$ cat src/rtl/tx_fetch_pkg.sv
package tx_fetch_pkg;

    typedef enum logic [2:0] {
        ST_IDLE,
        ST_HDR,
        ST_WREQ,
        ST_WAIT,
        ST_SEND,
        ST_STAT
    } fetch_state_e;

    localparam int LEN_W = 16;

    // Completion word: update flag at 31, success at 16, length in the low half.
    function automatic logic [31:0] pack_status(input logic [LEN_W-1:0] len);
        return {1'b1, 14'b0, 1'b1, len};
    endfunction

endpackage

$ cat src/rtl/tx_fetch_step.sv
// Advances a byte offset by a small step, optionally rounds it up to a word
// boundary, then folds it back into [0, size).
module tx_fetch_step #(
    parameter int OFF_W = 14
) (
    input  logic [OFF_W-1:0] off,
    input  logic [2:0]       step,
    input  logic             round_up,
    input  logic [OFF_W-1:0] size_b,
    output logic [OFF_W-1:0] nxt
);
    logic [OFF_W:0] sum;
    logic [OFF_W:0] rnd;

    always_comb begin
        sum = {1'b0, off} + {{(OFF_W-2){1'b0}}, step};
        rnd = round_up ? ((sum + 3) & ~((OFF_W+1)'(3))) : sum;
        if (rnd >= {1'b0, size_b}) begin
            rnd = rnd - {1'b0, size_b};
        end
        nxt = rnd[OFF_W-1:0];
    end
endmodule

$ cat src/rtl/tx_fetch_status.sv
// Status slot counter and completion-word formatter.
module tx_fetch_status #(
    parameter int STAT_ENTRIES = 64,
    parameter int ADDR_W       = 16
) (
    input  logic                           clk,
    input  logic                           rst_n,
    input  logic                           fire,
    input  logic [tx_fetch_pkg::LEN_W-1:0] len,
    input  logic [ADDR_W-1:0]              stat_base,
    output logic                           wr_en,
    output logic [ADDR_W-1:0]              wr_addr,
    output logic [31:0]                    wr_data
);
    localparam int SLOT_W = (STAT_ENTRIES > 1) ? $clog2(STAT_ENTRIES) : 1;

    logic [SLOT_W-1:0] slot_d, slot_q;

    always_comb begin
        slot_d = slot_q;
        if (fire) begin
            slot_d = (slot_q == SLOT_W'(STAT_ENTRIES-1)) ? '0 : slot_q + 1'b1;
        end
    end

    always_ff @(posedge clk) begin
        if (!rst_n) slot_q <= '0;
        else        slot_q <= slot_d;
    end

    assign wr_en   = fire;
    assign wr_addr = stat_base + ADDR_W'(slot_q);
    assign wr_data = tx_fetch_pkg::pack_status(len);

    // slots are taken in ring order.
    p_slot_step_r7: assert property (@(posedge clk) disable iff (!rst_n)
        wr_en |=> (($past(slot_q) == SLOT_W'(STAT_ENTRIES-1)) ? (slot_q == '0)
                                                               : (slot_q == $past(slot_q) + 1'b1)));
    p_slot_hold_r7: assert property (@(posedge clk) disable iff (!rst_n)
        !wr_en |=> $stable(slot_q));
endmodule

$ cat src/rtl/tx_ring_fetch.sv
module tx_ring_fetch #(
    parameter int BUF_BYTES    = 8192,
    parameter int STAT_ENTRIES = 64,
    parameter int ADDR_W       = 16,
    parameter int IDX_W        = $clog2(BUF_BYTES/4)
) (
    input  logic               clk,
    input  logic               rst_n,
    input  logic [ADDR_W-1:0]  cfg_buf_base,
    input  logic [IDX_W:0]     cfg_buf_words,
    input  logic [ADDR_W-1:0]  cfg_stat_base,
    input  logic [IDX_W-1:0]   host_prod_idx,
    output logic               mem_rd_en,
    output logic [ADDR_W-1:0]  mem_rd_addr,
    input  logic [31:0]        mem_rd_data,
    output logic               stat_wr_en,
    output logic [ADDR_W-1:0]  stat_wr_addr,
    output logic [31:0]        stat_wr_data,
    output logic [7:0]         tx_data,
    output logic               tx_valid,
    output logic               tx_last,
    input  logic               tx_ready
);
    import tx_fetch_pkg::*;

    localparam int OFF_W = IDX_W + 3;

    typedef struct packed {
        fetch_state_e     st;
        logic [OFF_W-1:0] cons;
        logic [OFF_W-1:0] ptr;
        logic [LEN_W-1:0] rem;
        logic [LEN_W-1:0] len;
        logic [31:0]      word;
    } regs_t;

    regs_t r_d, r_q;

    logic [OFF_W-1:0] size_b;
    logic [OFF_W-1:0] prod_b;
    logic [OFF_W-1:0] hdr_next;
    logic [OFF_W-1:0] byte_next;
    logic [OFF_W-1:0] end_next;
    logic             stat_fire;

    assign size_b = {cfg_buf_words, 2'b00};
    assign prod_b = {1'b0, host_prod_idx, 2'b00};

    tx_fetch_step #(.OFF_W(OFF_W)) u_hdr_step (
        .off(r_q.cons), .step(3'd4), .round_up(1'b0), .size_b(size_b), .nxt(hdr_next)
    );
    tx_fetch_step #(.OFF_W(OFF_W)) u_byte_step (
        .off(r_q.ptr), .step(3'd1), .round_up(1'b0), .size_b(size_b), .nxt(byte_next)
    );
    tx_fetch_step #(.OFF_W(OFF_W)) u_end_step (
        .off(r_q.ptr), .step(3'd1), .round_up(1'b1), .size_b(size_b), .nxt(end_next)
    );

    always_comb begin
        r_d         = r_q;
        mem_rd_en   = 1'b0;
        mem_rd_addr = cfg_buf_base + ADDR_W'(r_q.cons[OFF_W-1:2]);
        stat_fire   = 1'b0;
        unique case (r_q.st)
            ST_IDLE: begin
                if (r_q.cons != prod_b) begin
                    mem_rd_en = 1'b1;
                    r_d.st    = ST_HDR;
                end
            end
            ST_HDR: begin
                r_d.len = mem_rd_data[LEN_W-1:0];
                r_d.rem = mem_rd_data[LEN_W-1:0];
                r_d.ptr = hdr_next;
                if (mem_rd_data[LEN_W-1:0] == '0) begin
                    r_d.cons = hdr_next;
                    r_d.st   = ST_STAT;
                end else begin
                    r_d.st = ST_WREQ;
                end
            end
            ST_WREQ: begin
                mem_rd_en   = 1'b1;
                mem_rd_addr = cfg_buf_base + ADDR_W'(r_q.ptr[OFF_W-1:2]);
                r_d.st      = ST_WAIT;
            end
            ST_WAIT: begin
                r_d.word = mem_rd_data;
                r_d.st   = ST_SEND;
            end
            ST_SEND: begin
                if (tx_ready) begin
                    r_d.rem = r_q.rem - 1'b1;
                    r_d.ptr = byte_next;
                    if (r_q.rem == LEN_W'(1)) begin
                        r_d.cons = end_next;
                        r_d.st   = ST_STAT;
                    end else if (r_q.ptr[1:0] == 2'd3) begin
                        r_d.st = ST_WREQ;
                    end
                end
            end
            ST_STAT: begin
                stat_fire = 1'b1;
                r_d.st    = ST_IDLE;
            end
            default: r_d.st = ST_IDLE;
        endcase
    end

    always_ff @(posedge clk) begin
        if (!rst_n) begin
            r_q <= '{st: ST_IDLE, cons: '0, ptr: '0, rem: '0, len: '0, word: '0};
        end else begin
            r_q <= r_d;
        end
    end

    assign tx_valid = (r_q.st == ST_SEND);
    assign tx_data  = r_q.word[8*r_q.ptr[1:0] +: 8];
    assign tx_last  = (r_q.st == ST_SEND) && (r_q.rem == LEN_W'(1));

    tx_fetch_status #(.STAT_ENTRIES(STAT_ENTRIES), .ADDR_W(ADDR_W)) u_status (
        .clk(clk), .rst_n(rst_n), .fire(stat_fire), .len(r_q.len),
        .stat_base(cfg_stat_base), .wr_en(stat_wr_en), .wr_addr(stat_wr_addr),
        .wr_data(stat_wr_data)
    );

    // an offered byte is held until taken.
    p_hold_r9: assert property (@(posedge clk) disable iff (!rst_n)
        (tx_valid && !tx_ready) |=> (tx_valid && $stable(tx_data) && $stable(tx_last)));
    // the end marker only accompanies a valid byte.
    p_last_valid_r4: assert property (@(posedge clk) disable iff (!rst_n)
        tx_last |-> tx_valid);
    // no read is issued while a byte is being offered.
    p_rd_tx_excl_r2: assert property (@(posedge clk) disable iff (!rst_n)
        !(mem_rd_en && tx_valid));
    // the consumer offset stays word aligned.
    p_cons_align_r6: assert property (@(posedge clk) disable iff (!rst_n)
        r_q.cons[1:0] == 2'b00);
    // the consumer offset stays inside the programmed buffer.
    p_cons_range_r5: assert property (@(posedge clk) disable iff (!rst_n)
        r_q.cons < size_b);
    // a status write happens only once the stream has gone quiet.
    p_stat_quiet_r7: assert property (@(posedge clk) disable iff (!rst_n)
        stat_wr_en |-> !tx_valid);
endmodule

$ cat config.mk
export PLATFORM = sky130hd
export DESIGN_NAME = tx_ring_fetch
export DESIGN_NICKNAME = d
export VERILOG_FILES = /design/src/rtl/tx_fetch_pkg.sv /design/src/rtl/tx_fetch_step.sv /design/src/rtl/tx_fetch_status.sv /design/src/rtl/tx_ring_fetch.sv
export SDC_FILE = /design/constraint.sdc
export NUM_CORES = 1
export LEC_CHECK = 0
export BUFFER_PORTS_ARGS = -buffer_cell sky130_fd_sc_hd__buf_2
export CORE_MARGIN = 3
export CORE_UTILIZATION = 52
export CTS_CLUSTER_SIZE = 8
export DETAILED_ROUTE_END_ITERATION = 16
export PLACE_DENSITY = 0.86
export SYNTH_ARGS = -nofsm -noshare
export SYNTH_HDL_FRONTEND = slang
export SYNTH_SLANG_ARGS = --single-unit
$ cat constraint.sdc
create_clock -name clk -period 6.1 [get_ports clk]
set_input_delay 0.915 -clock clk [delete_from_list [all_inputs] [get_ports clk]]
set_output_delay 0.915 -clock clk [all_outputs]
set_load 0.005 [all_outputs]
==> impl_metrics.py, run 1 <==
metrics = {
    "setup_path": {
        "reg2reg_from": "r_q[64]",
        "rr_endpoint": "r_q[85]",
        "cp.arrival_ps": 4170,
        "rrSetupSlack_ps": 1030,
        "cp-start-kind": "flip-flop",
        "critical_path_class": "reg -> out",
        "cp.required_ps": 5180,
        "startpoint": "r_q[93]",
        "r2r_cells": 14,
        "setup.worst_path.end_class": "output port",
        "crit_fanout": 12,
        "critical_path.endpoint": "mem_rd_addr[14]",
    },
    "finish": {
        "fin_cells": 1442,
        "final_net_count": 1376,
        "num-fill-cells": 1432,
        "syn2layout_area_growth_pct": 10.7,
        "drive_above_1_share": 0.179,
        "antenna_cells": 0,
        "fin_area_mm2": 0.00957,
    },
    "global_routing": {
        "grtUsageTotal": 0.275,
        "grt_max_degree": 69,
        "grt_first_pass_wirelength_um": 40700,
        "antenna_found_initial": 0,
        "grt_pass1_vias": 7885,
        "overflow": 0,
    },
    "floorplan": {
        "coreArea_mm2": 0.0161,
        "die_height_um": 135,
        "die_w_um": 135,
        "initial_core_util": 0.538,
        "die_area_mm2": 0.0182,
        "top_level_ports": 166,
        "num_rows": 46,
    },
    "cts": {
        "clock_sinks": 99,
        "numCtsBuffers": 9,
        "clk_latency_ps": 360,
        "postCtsSetupRepairBufs": 0,
        "clk_pin_slew_worst_paths_ps": 70,
        "post_cts_resized": 0,
        "cts_tree": "built",
        "cts-hold-fix-buffers": 0,
        "cts_buffer_depth": 2,
        "h-tree-depth": 3,
        "cts_root_buf": "clkbuf_16",
    },
    "yosys": {
        "netlist_instances": 1129,
        "synth_edf_count": 0,
        "synth_top_area_frac": 0.229,
        "yosysWarningCount": 0,
        "avgSynthCellArea_um2": 7.65,
        "synthTopCellsByArea": "dfxtp_1 23%, ha_1 8.7%, nand2_1 6.8%",
        "yosysSeqAreaShare": 0.229,
        "synth_top_flop_cell": "dfxtp_1",
        "ys_types": 80,
        "async_reset_ff_frac": 0,
        "synth-seq-cells": 99,
        "synth_area_leader_cell": "dfxtp_1",
        "syn_area_mm2": 0.00864,
    },
    "job": {
        "maxCapViolations": 0,
    },
    "routing": {
        "via_per_inst": 6.15,
        "routed_wirelength_um": 25800,
        "drt-initial-drc-count": 932,
        "drc": 0,
        "drtAntennaViolNets": 0,
        "drt_pass1_iterations": 7,
        "wl_per_cell_um": 17.9,
        "routed-via-count": 8866,
    },
    "sta": {
        "hold_viol_final": 0,
        "setup_viol": 0,
        "fin_crit_sh": 0.834,
        "skew_ps": 11.7,
        "max_freq_mhz": 197,
        "rsz0062_at_grt": "no",
        "tns_ps": 0,
        "tightest_slew_ps": 1160,
        "fin_crit_ps": 5090,
        "postLayoutSetupSlackWorst_ps": 1010,
        "final_max_slew_viol_count": 0,
        "holdWs_ps": 451,
        "maxSlewHeadroom": 0.225,
    },
    "place": {
        "place.gp.congestion": 1.00,
        "place_inst": 1426,
        "io_buffers": 149,
        "dpl.hpwl_um": 19900,
        "pre_cts_ws_ps": 1130,
        "placed_area_mm2": 0.00927,
    },
    "run_status": {
        "status": "completed",
    },
    "min_path": {
        "hp-class": "reg -> reg",
    },
    "power": {
        "ir_drop_v": 0.000158,
        "switchingPower_w": 0.000602,
        "pwr-share-seq": 0.405,
        "internal-power_w": 0.00120,
        "clkPwrFrac": 0.330,
        "p_comb_frac": 0.265,
        "p_leak_nw": 4.13,
        "switching_share": 0.335,
        "power_density_mw_per_mm2": 188,
    },
}
critical path, stage by stage (launching register included):
cell and delay (ps):
dfxtp_1 480, nor3b_1 230, buf_4 220, mux2_2 370
ha_1 240, fa_1 410, a21o_1 170, a21oi_1 210
o21ai_0 90, and2_1 170, o41ai_1 570, o211a_1 290
a211oi_1 90, xor2_1 150, buf_2 140
synthesized netlist by cell type, drive strengths merged, types with 18 or more instances:
cell type,n
dfxtp,99
o21ai,59
nor2,66
clkbuf,48
nand2,159
mux2,18
xnor2,64
a21oi,115
nor3,19
xor2,34
nand3,51
buf,40
nand4,19
ha,60
inv,49
a211oi,19
sequential cells by signal, indices dropped and copies added (netlist names):
| name | count |
|---|---|
| r_q | 93 |
| u_status.slot_q | 6 |
metal layers:
metal  vias up  track usage  part of all wire
li1       4186            -                 -
met1      4100        0.377              0.41
met2       503        0.437              0.45
met3        77       0.0477             0.096
met4         0       0.0984             0.038
met5         -            0                 0
power groups by stage:
stage	Clock (W)	Sequential (W)	Combinational, W
after global routing	0.000625	0.000733	0.000527
after detailed placement	0	0.000740	0.000466
after global placement	0	0.000739	0.000457
after floorplan	0	0.000721	0.000354
after CTS	0.000598	0.000726	0.000469
final	0.000594	0.000728	0.000477
worst min path at each step:
stage	depth (start not counted)	end	slack, ps	from
after detailed placement	2	r_q[33]	450	r_q[33]
after CTS	2	r_q[33]	450	r_q[33]
after global placement	2	r_q[40]	440	r_q[40]
final	2	r_q[32]	450	r_q[32]
after floorplan	2	r_q[16]	430	r_q[16]
after global routing	2	r_q[42]	470	r_q[42]
layout make-up:
cell class	count	area, µm²	share of cell area
clock buffer	10	229	0.0239
clock inverter	6	71.3	0.00746
inverter	49	184	0.0192
multi-input combinational	907	6040	0.631
sequential	99	1980	0.207
tap	216	270	0.0283
timing repair buffer	155	791	0.0827
cell usage in the layout, fill, tap and decap left out, types with 5 or more instances in the layout:
cell       synthesis  final
a211oi_1          19     19
a21o_1            13     13
a21oi_1          115    115
a31oi_1           13     13
and2_1             6      6
and3_1             9      9
and4_1             7      7
buf_2              2    149
buf_4             34      6
clkbuf_16          0      9
conb_1             2     16
dfxtp_1           99     99
fa_1               5      5
ha_1              60     60
inv_1             48     48
mux2_2            18     18
mux2i_1            7      7
mux4_2             8      8
nand2_1          157    157
nand2b_1           5      5
nand3_1           50     50
nand4_1           19     19
nor2_1            65     65
nor2b_1            8      8
nor3_1            19     19
nor4_1            16     16
o211ai_1          12     12
o21a_1            10     10
o21ai_0           58     58
o21bai_1           9      9
o31ai_1            8      8
xnor2_1           62     62
xor2_1            33     33
logic make-up (layout without fill, tap and decap cells):
| group | count (synthesis) | count (layout) | share of synthesized area |
|---|---|---|---|
| multiplexers | 33 | 33 | 0.0524 |
| AO/OA/AOI/OAI | 307 | 307 | 0.224 |
| flip-flops | 99 | 99 | 0.229 |
| AND/OR/NAND/NOR | 388 | 388 | 0.215 |
| adder cells (fa/ha/maj) | 65 | 65 | 0.0985 |
| other | 2 | 16 | 0.000870 |
| buffers and inverters | 137 | 220 | 0.0775 |
| XOR/XNOR | 98 | 98 | 0.102 |
metrics by stage:
stage / utilization / power (W)
4_1_cts: 0.596 / 0.00179
3_3_place_gp: 0.577 / 0.00120
6_report: 0.596 / 0.00180
5_1_grt: 0.596 / 0.00189
3_5_place_dp: 0.577 / 0.00121
2_1_floorplan: - / 0.00107
Power figures use the tool's default switching activity.
==> run 2, diff against run 1 <==
==> constraint.sdc (replaced) <==
create_clock -name clk -period 5 [get_ports clk]
set_input_delay 0.75 -clock clk [delete_from_list [all_inputs] [get_ports clk]]
set_output_delay 0.75 -clock clk [all_outputs]
set_load 0.005 [all_outputs]
==> run 2 against run 1 <==
Net effect:
- power grew 24%
- clock skew shrank 1.9 ps
- combinational power grew 24%
- count of clock-buffer cells in the layout is the same
- design area grew 0.48%
- via count shrank 0.58%
- hold slack gained 1.9 ps
- critical path depth is the same
- critical endpoint unchanged
==> impl_metrics.py, run 2 (same netlist as run 1, synthesis figures left out) <==
metrics = {
    "cts": {
        "clk_pin_slew_worst_paths_ps": 70,
        "cts_tree": "built",
        "cts_buffer_depth": 2,
        "clock_sinks": 99,
        "cts-hold-fix-buffers": 0,
        "postCtsSetupRepairBufs": 0,
        "h-tree-depth": 3,
        "cts_root_buf": "clkbuf_16",
        "clk_latency_ps": 350,
        "numCtsBuffers": 9,
        "post_cts_resized": 0,
    },
    "sta": {
        "hold_viol_final": 0,
        "rsz0062_at_grt": "no",
        "skew_ps": 9.80,
        "fin_crit_sh": 0.922,
        "postLayoutSetupSlackWorst_ps": 388,
        "max_freq_mhz": 217,
        "maxSlewHeadroom": 0.160,
        "tns_ps": 0,
        "fin_crit_ps": 4610,
        "tightest_slew_ps": 1260,
        "final_max_slew_viol_count": 0,
        "setup_viol": 0,
    },
    "routing": {
        "via_per_inst": 6.10,
        "routed-via-count": 8815,
        "drt_pass1_iterations": 7,
        "wl_per_cell_um": 17.7,
        "drc": 0,
        "drt-initial-drc-count": 938,
        "routed_wirelength_um": 25600,
        "drtAntennaViolNets": 0,
    },
    "global_routing": {
        "grtUsageTotal": 0.275,
        "grt_pass1_vias": 8072,
        "antenna_found_initial": 0,
        "overflow": 0,
        "grt_first_pass_wirelength_um": 40900,
        "grt_max_degree": 50,
    },
    "floorplan": {
        "die_height_um": 135,
        "die_w_um": 135,
        "coreArea_mm2": 0.0161,
        "top_level_ports": 166,
        "die_area_mm2": 0.0182,
        "initial_core_util": 0.538,
        "num_rows": 46,
    },
    "power": {
        "ir_drop_v": 0.000187,
        "power_density_mw_per_mm2": 232,
        "p_leak_nw": 4.17,
    },
    "setup_path": {
        "slowest_stage": "dfxtp_1",
        "rr_endpoint": "r_q[75]",
        "cp.depth": 14,
        "cp_slowest_stage_delay_ps": 440,
        "crit_buf_inv": 2,
        "rrSetupSlack_ps": 550,
        "cp_cell_sequence": "nor3b_1 > buf_4 > mux2_2 > ha_1 > fa_1 > a21o_1 > a21oi_1 > o21ai_0 > and2_1 > o41ai_2 > o211a_1 > a211oi_1 > xor2_1 > buf_2",
        "r2r_cells": 13,
        "reg2reg_from": "r_q[64]",
        "startpoint": "r_q[93]",
        "cp-start-kind": "flip-flop",
        "critical_path_class": "reg -> out",
        "cp.arrival_ps": 3860,
        "setup.worst_path.end_class": "output port",
        "crit_family": "compound AO/OA/AOI/OAI gates",
        "critical_path.endpoint": "mem_rd_addr[14]",
        "crit_fanout": 12,
        "cp.required_ps": 4250,
    },
    "finish": {
        "final_common_cell": "nand2_1",
        "multi_input_area_mm2": 0.00605,
        "seqCellArea_mm2": 0.00198,
        "top_register": "r_q",
        "syn2layout_area_growth_pct": 11.3,
        "largest_reg_flops": 93,
        "final_net_count": 1379,
        "drive_above_1_share": 0.181,
        "antenna_cells": 0,
        "largest_registers": "r_q x93, u_status.slot_q x6",
        "num-fill-cells": 1435,
        "layout_common_cells": "157 x nand2_1, 149 x buf_2, 115 x a21oi_1, 99 x dfxtp_1, 65 x nor2_1",
    },
    "place": {
        "pre_cts_ws_ps": 566,
        "io_buffers": 149,
        "place.gp.congestion": 0.998,
        "dpl.hpwl_um": 19900,
    },
    "job": {
        "maxCapViolations": 0,
    },
    "run_status": {
        "status": "completed",
    },
    "min_path": {
        "hp-class": "reg -> reg",
    },
}
## run 2: how the worst min path moves through the flow
stage              end  slack (ps)     from  depth (start not counted)
2_1_floorplan  r_q[16]         430  r_q[16]                          2
3_3_place_gp   r_q[17]         440  r_q[17]                          2
3_5_place_dp   r_q[17]         450  r_q[17]                          2
4_1_cts        r_q[17]         450  r_q[17]                          2
5_1_grt        r_q[46]         470  r_q[46]                          2
6_report       r_q[17]         450  r_q[17]                          2
## run 2: stage by stage
| stage | power [W] | hold WS [ps] | instance area [µm²] | util | cells |
|---|---|---|---|---|---|
| 5_1_grt | 0.00233 | 471 | 9610 | 0.599 | 1445 |
| 2_1_floorplan | 0.00131 | 433 | 8690 | - | 1143 |
| 3_3_place_gp | 0.00146 | 439 | 9290 | 0.578 | 1429 |
| 6_report | 0.00223 | 453 | 9610 | 0.599 | 1445 |
| 3_5_place_dp | 0.00147 | 445 | 9290 | 0.578 | 1429 |
| 4_1_cts | 0.00222 | 455 | 9600 | 0.598 | 1445 |
## run 2: worst reg2reg max path: cells and delay by family (launching register included)
| family | cells | cell delay, ps |
|---|---|---|
| adders and majority gates | 2 | 780 |
| buffers and inverters | 1 | 140 |
| DFF | 1 | 470 |
| muxes | 1 | 410 |
| xor gates and xnor gates | 1 | 250 |
| and+or+nand+nor | 4 | 1300 |
| AOI/OAI and AO/OA | 4 | 960 |
## run 2: area by class of cell
type | count | area share
multi-input combinational | 907 | 0.629
sequential | 99 | 0.206
timing repair buffer | 158 | 0.0846
tap | 216 | 0.0281
clock buffer | 10 | 0.0238
inverter | 49 | 0.0191
clock inverter | 6 | 0.00911
## run 2: power breakdown
group          internal (W)  leakage (nW)  switching [W]  total (W)
clock network      0.000441         0.157       0.000310   0.000751
registers          0.000834         0.805      0.0000512   0.000885
logic              0.000233          3.21       0.000358   0.000591
total               0.00151          4.17       0.000719    0.00223
## run 2: routing by layer
layer	track usage	part of all wire	up-vias
met5	0	0	-
li1	-	-	4198
met3	0.0600	0.10	61
met1	0.364	0.41	4088
met4	0.0860	0.027	0
met2	0.448	0.46	468
==> run 3, diff against run 2 <==
--- a/config.mk
+++ b/config.mk
@@ -5,12 +5,13 @@
 export SDC_FILE = /design/constraint.sdc
 export NUM_CORES = 1
 export LEC_CHECK = 0
+export ABC_AREA = 1
 export BUFFER_PORTS_ARGS = -buffer_cell sky130_fd_sc_hd__buf_2
 export CORE_MARGIN = 3
 export CORE_UTILIZATION = 52
 export CTS_CLUSTER_SIZE = 8
 export DETAILED_ROUTE_END_ITERATION = 16
-export PLACE_DENSITY = 0.86
+export PLACE_DENSITY = 0.85
 export SYNTH_ARGS = -nofsm -noshare
 export SYNTH_HDL_FRONTEND = slang
 export SYNTH_SLANG_ARGS = --single-unit
==> run 3 against run 2 <==
Net effect:
- utilization down 0.86 points
- die area up 7.4%
- setup slack gained 550 ps
- flip-flop and latch count unchanged
- design area increased by 6.9%
- synthesized cell count up 31%
- global-route usage shrank 0.44 points
- wire length up 7.2%
- power rose by 43%
- clock power fell by 5.5%
- hold slack gained 18 ps
==> impl_metrics.py, run 3 <==
metrics = {
    "finish": {
        "largest_reg_flops": 93,
        "final_common_cell": "nand2_1",
        "final_net_count": 1735,
        "antenna_cells": 0,
        "drive_above_1_share": 0.143,
        "layout_common_cells": "282 x nand2_1, 198 x inv_1, 180 x nor2_1, 149 x buf_2, 140 x o21ai_0",
        "top_register": "r_q",
        "fin_cells": 1810,
        "largest_registers": "r_q x93, u_status.slot_q x6",
        "syn2layout_area_growth_pct": 10.4,
    },
    "yosys": {
        "syn_area_mm2": 0.00931,
        "yosysSeqAreaShare": 0.213,
        "synth_area_leader_cell": "dfxtp_1",
        "synthMostInstantiatedCell": "nand2_1",
        "synth_top_flop_cell": "dfxtp_1",
        "synthTopCellsByCount": "282 x nand2_1, 198 x inv_1, 180 x nor2_1, 140 x o21ai_0, 119 x nand3_1",
        "synth-seq-cells": 99,
        "synthTopCellsByArea": "dfxtp_1 21%, nand2_1 11%, ha_1 8.1%",
        "ys_types": 50,
        "synth_edf_count": 0,
        "async_reset_ff_frac": 0,
        "yosysWarningCount": 0,
        "avgSynthCellArea_um2": 6.28,
        "netlist_instances": 1482,
        "synth_top_area_frac": 0.213,
    },
    "sta": {
        "skew_ps": 7.58,
        "tightest_slew_ps": 919,
        "setup_viol": 0,
        "max_freq_mhz": 246,
        "fin_crit_ps": 4070,
        "holdWs_ps": 471,
        "tns_ps": 0,
        "rsz0062_at_grt": "no",
        "fin_crit_sh": 0.813,
        "hold_viol_final": 0,
        "final_max_slew_viol_count": 0,
        "maxSlewHeadroom": 0.387,
    },
    "cts": {
        "numCtsBuffers": 9,
        "clk_latency_ps": 350,
        "cts-hold-fix-buffers": 0,
        "cts_tree": "built",
        "post_cts_resized": 0,
        "h-tree-depth": 3,
        "cts_root_buf": "clkbuf_16",
        "postCtsSetupRepairBufs": 0,
        "cts_buffer_depth": 2,
        "clock_sinks": 99,
        "clk_pin_slew_worst_paths_ps": 70,
    },
    "setup_path": {
        "crit_fanout": 15,
        "critical_path_class": "reg -> reg",
        "rrSetupSlack_ps": 930,
        "setup.worst_path.end_class": "flip-flop",
        "cp.arrival_ps": 4340,
        "cp.required_ps": 5280,
        "cp-start-kind": "flip-flop",
    },
    "power": {
        "power.total_w": 0.00318,
        "switching_share": 0.432,
        "switchingPower_w": 0.00137,
        "pwr-share-seq": 0.310,
        "power_density_mw_per_mm2": 309,
        "internal-power_w": 0.00180,
        "p_leak_nw": 5.37,
        "ir_drop_v": 0.000152,
        "clkPwrFrac": 0.223,
        "p_comb_frac": 0.467,
    },
    "floorplan": {
        "initial_core_util": 0.534,
        "top_level_ports": 166,
        "die_height_um": 140,
        "die_area_mm2": 0.0195,
        "coreArea_mm2": 0.0174,
        "die_w_um": 140,
        "num_rows": 48,
    },
    "global_routing": {
        "overflow": 0,
        "grt_first_pass_wirelength_um": 44200,
        "grt_max_degree": 83,
        "antenna_found_initial": 0,
        "grt_pass1_vias": 9407,
        "grtUsageTotal": 0.270,
    },
    "place": {
        "place.gp.congestion": 0.976,
        "dpl.hpwl_um": 21500,
        "io_buffers": 149,
        "place_inst": 1794,
    },
    "routing": {
        "drc": 0,
        "drt-initial-drc-count": 917,
        "via_per_inst": 5.61,
        "drt_pass1_iterations": 5,
        "drtAntennaViolNets": 0,
        "routed_wirelength_um": 27400,
        "wl_per_cell_um": 15.2,
        "routed-via-count": 10200,
    },
    "job": {
        "maxCapViolations": 0,
    },
    "min_path": {
        "hp-class": "reg -> reg",
    },
    "run_status": {
        "status": "completed",
    },
}
==> run 3: cell types whose count changed in the layout (fill, tap and decap cells not counted), moves of 13 or more <==
cell / before / now
xnor2_1: 62 / 24
nand3_1: 50 / 119
nor2_1: 65 / 180
nand3_2: 1 / 14
nand4_1: 19 / 35
inv_1: 48 / 198
nand2_1: 157 / 282
mux2_2: 18 / 0
o21ai_0: 58 / 140
a211oi_1: 19 / 3
xor2_1: 33 / 54
a21oi_1: 115 / 65
==> run 3: kinds of logic after synthesis <==
| logic type | Yosys count | share of synthesized area |
|---|---|---|
| AOI/OAI and AO/OA | 265 | 0.159 |
| xor gates and xnor gates | 78 | 0.0734 |
| adders and majority gates | 65 | 0.0914 |
| buffers and inverters | 286 | 0.134 |
| DFF | 99 | 0.213 |
| other | 2 | 0.000807 |
| and+or+nand+nor | 687 | 0.329 |
==> run 3: final cells by class <==
type | instances | area (µm²)
sequential | 99 | 1980
fill | 1650 | 7140
inverter | 202 | 758
multi-input combinational | 1111 | 6140
clock inverter | 5 | 60.1
tap | 225 | 282
timing repair buffer | 157 | 806
clock buffer | 11 | 243
==> run 3: path summary, 6_finish.rpt <==
check | cells after the start | to | startpoint
hold reg to reg | 2 | r_q[57] | r_q[57]
setup reg to reg | 19 | r_q[90] | r_q[65]
setup / recovery | 19 | r_q[90] | r_q[65]
hold / removal | 2 | r_q[57] | r_q[57]
==> run 3: power by group through the flow <==
stage	clock network (W)	logic, W	registers (W)
final	0.000710	0.00148	0.000984
after global routing	0.000741	0.00165	0.000992
after CTS	0.000711	0.00146	0.000978
after detailed placement	0	0.00144	0.000995
after global placement	0	0.00143	0.000993
after floorplan	0	0.00108	0.000951
==> run 3: critical path, stage by stage, from the launching register on <==
cell and delay, ps:
dfxtp_1 600, ha_1 350, nand2_2 120, o21ai_2 170, nand2_2 130, nor3_4 260, nand3_1 170, nor2_2 200
xor2_1 280, inv_1 80, ha_1 330, nand2_1 80, inv_1 60, nand4_1 90, nand3_1 100, nand2_1 90
nand4_1 420, nand2_1 230, nand3_2 90, a21oi_2 140
==> run 3: metal layers <==
layer / up-vias / wire length, µm / global-route usage / share of wire
li1: 4997 / - / - / -
met1: 4588 / 11400 / 0.352 / 0.42
met2: 493 / 12600 / 0.456 / 0.46
met3: 73 / 2540 / 0.0416 / 0.092
met4: 0 / 914 / 0.0948 / 0.033
met5: - / 0 / 0 / 0
==> run 3: metrics by stage <==
stage	utilization	instance area, µm²	setup slack [ps]
after floorplan	-	9360	1640
after global placement	0.573	9970	1210
after detailed placement	0.573	9970	1040
after CTS	0.590	10300	1020
after global routing	0.590	10300	546
final	0.590	10300	934
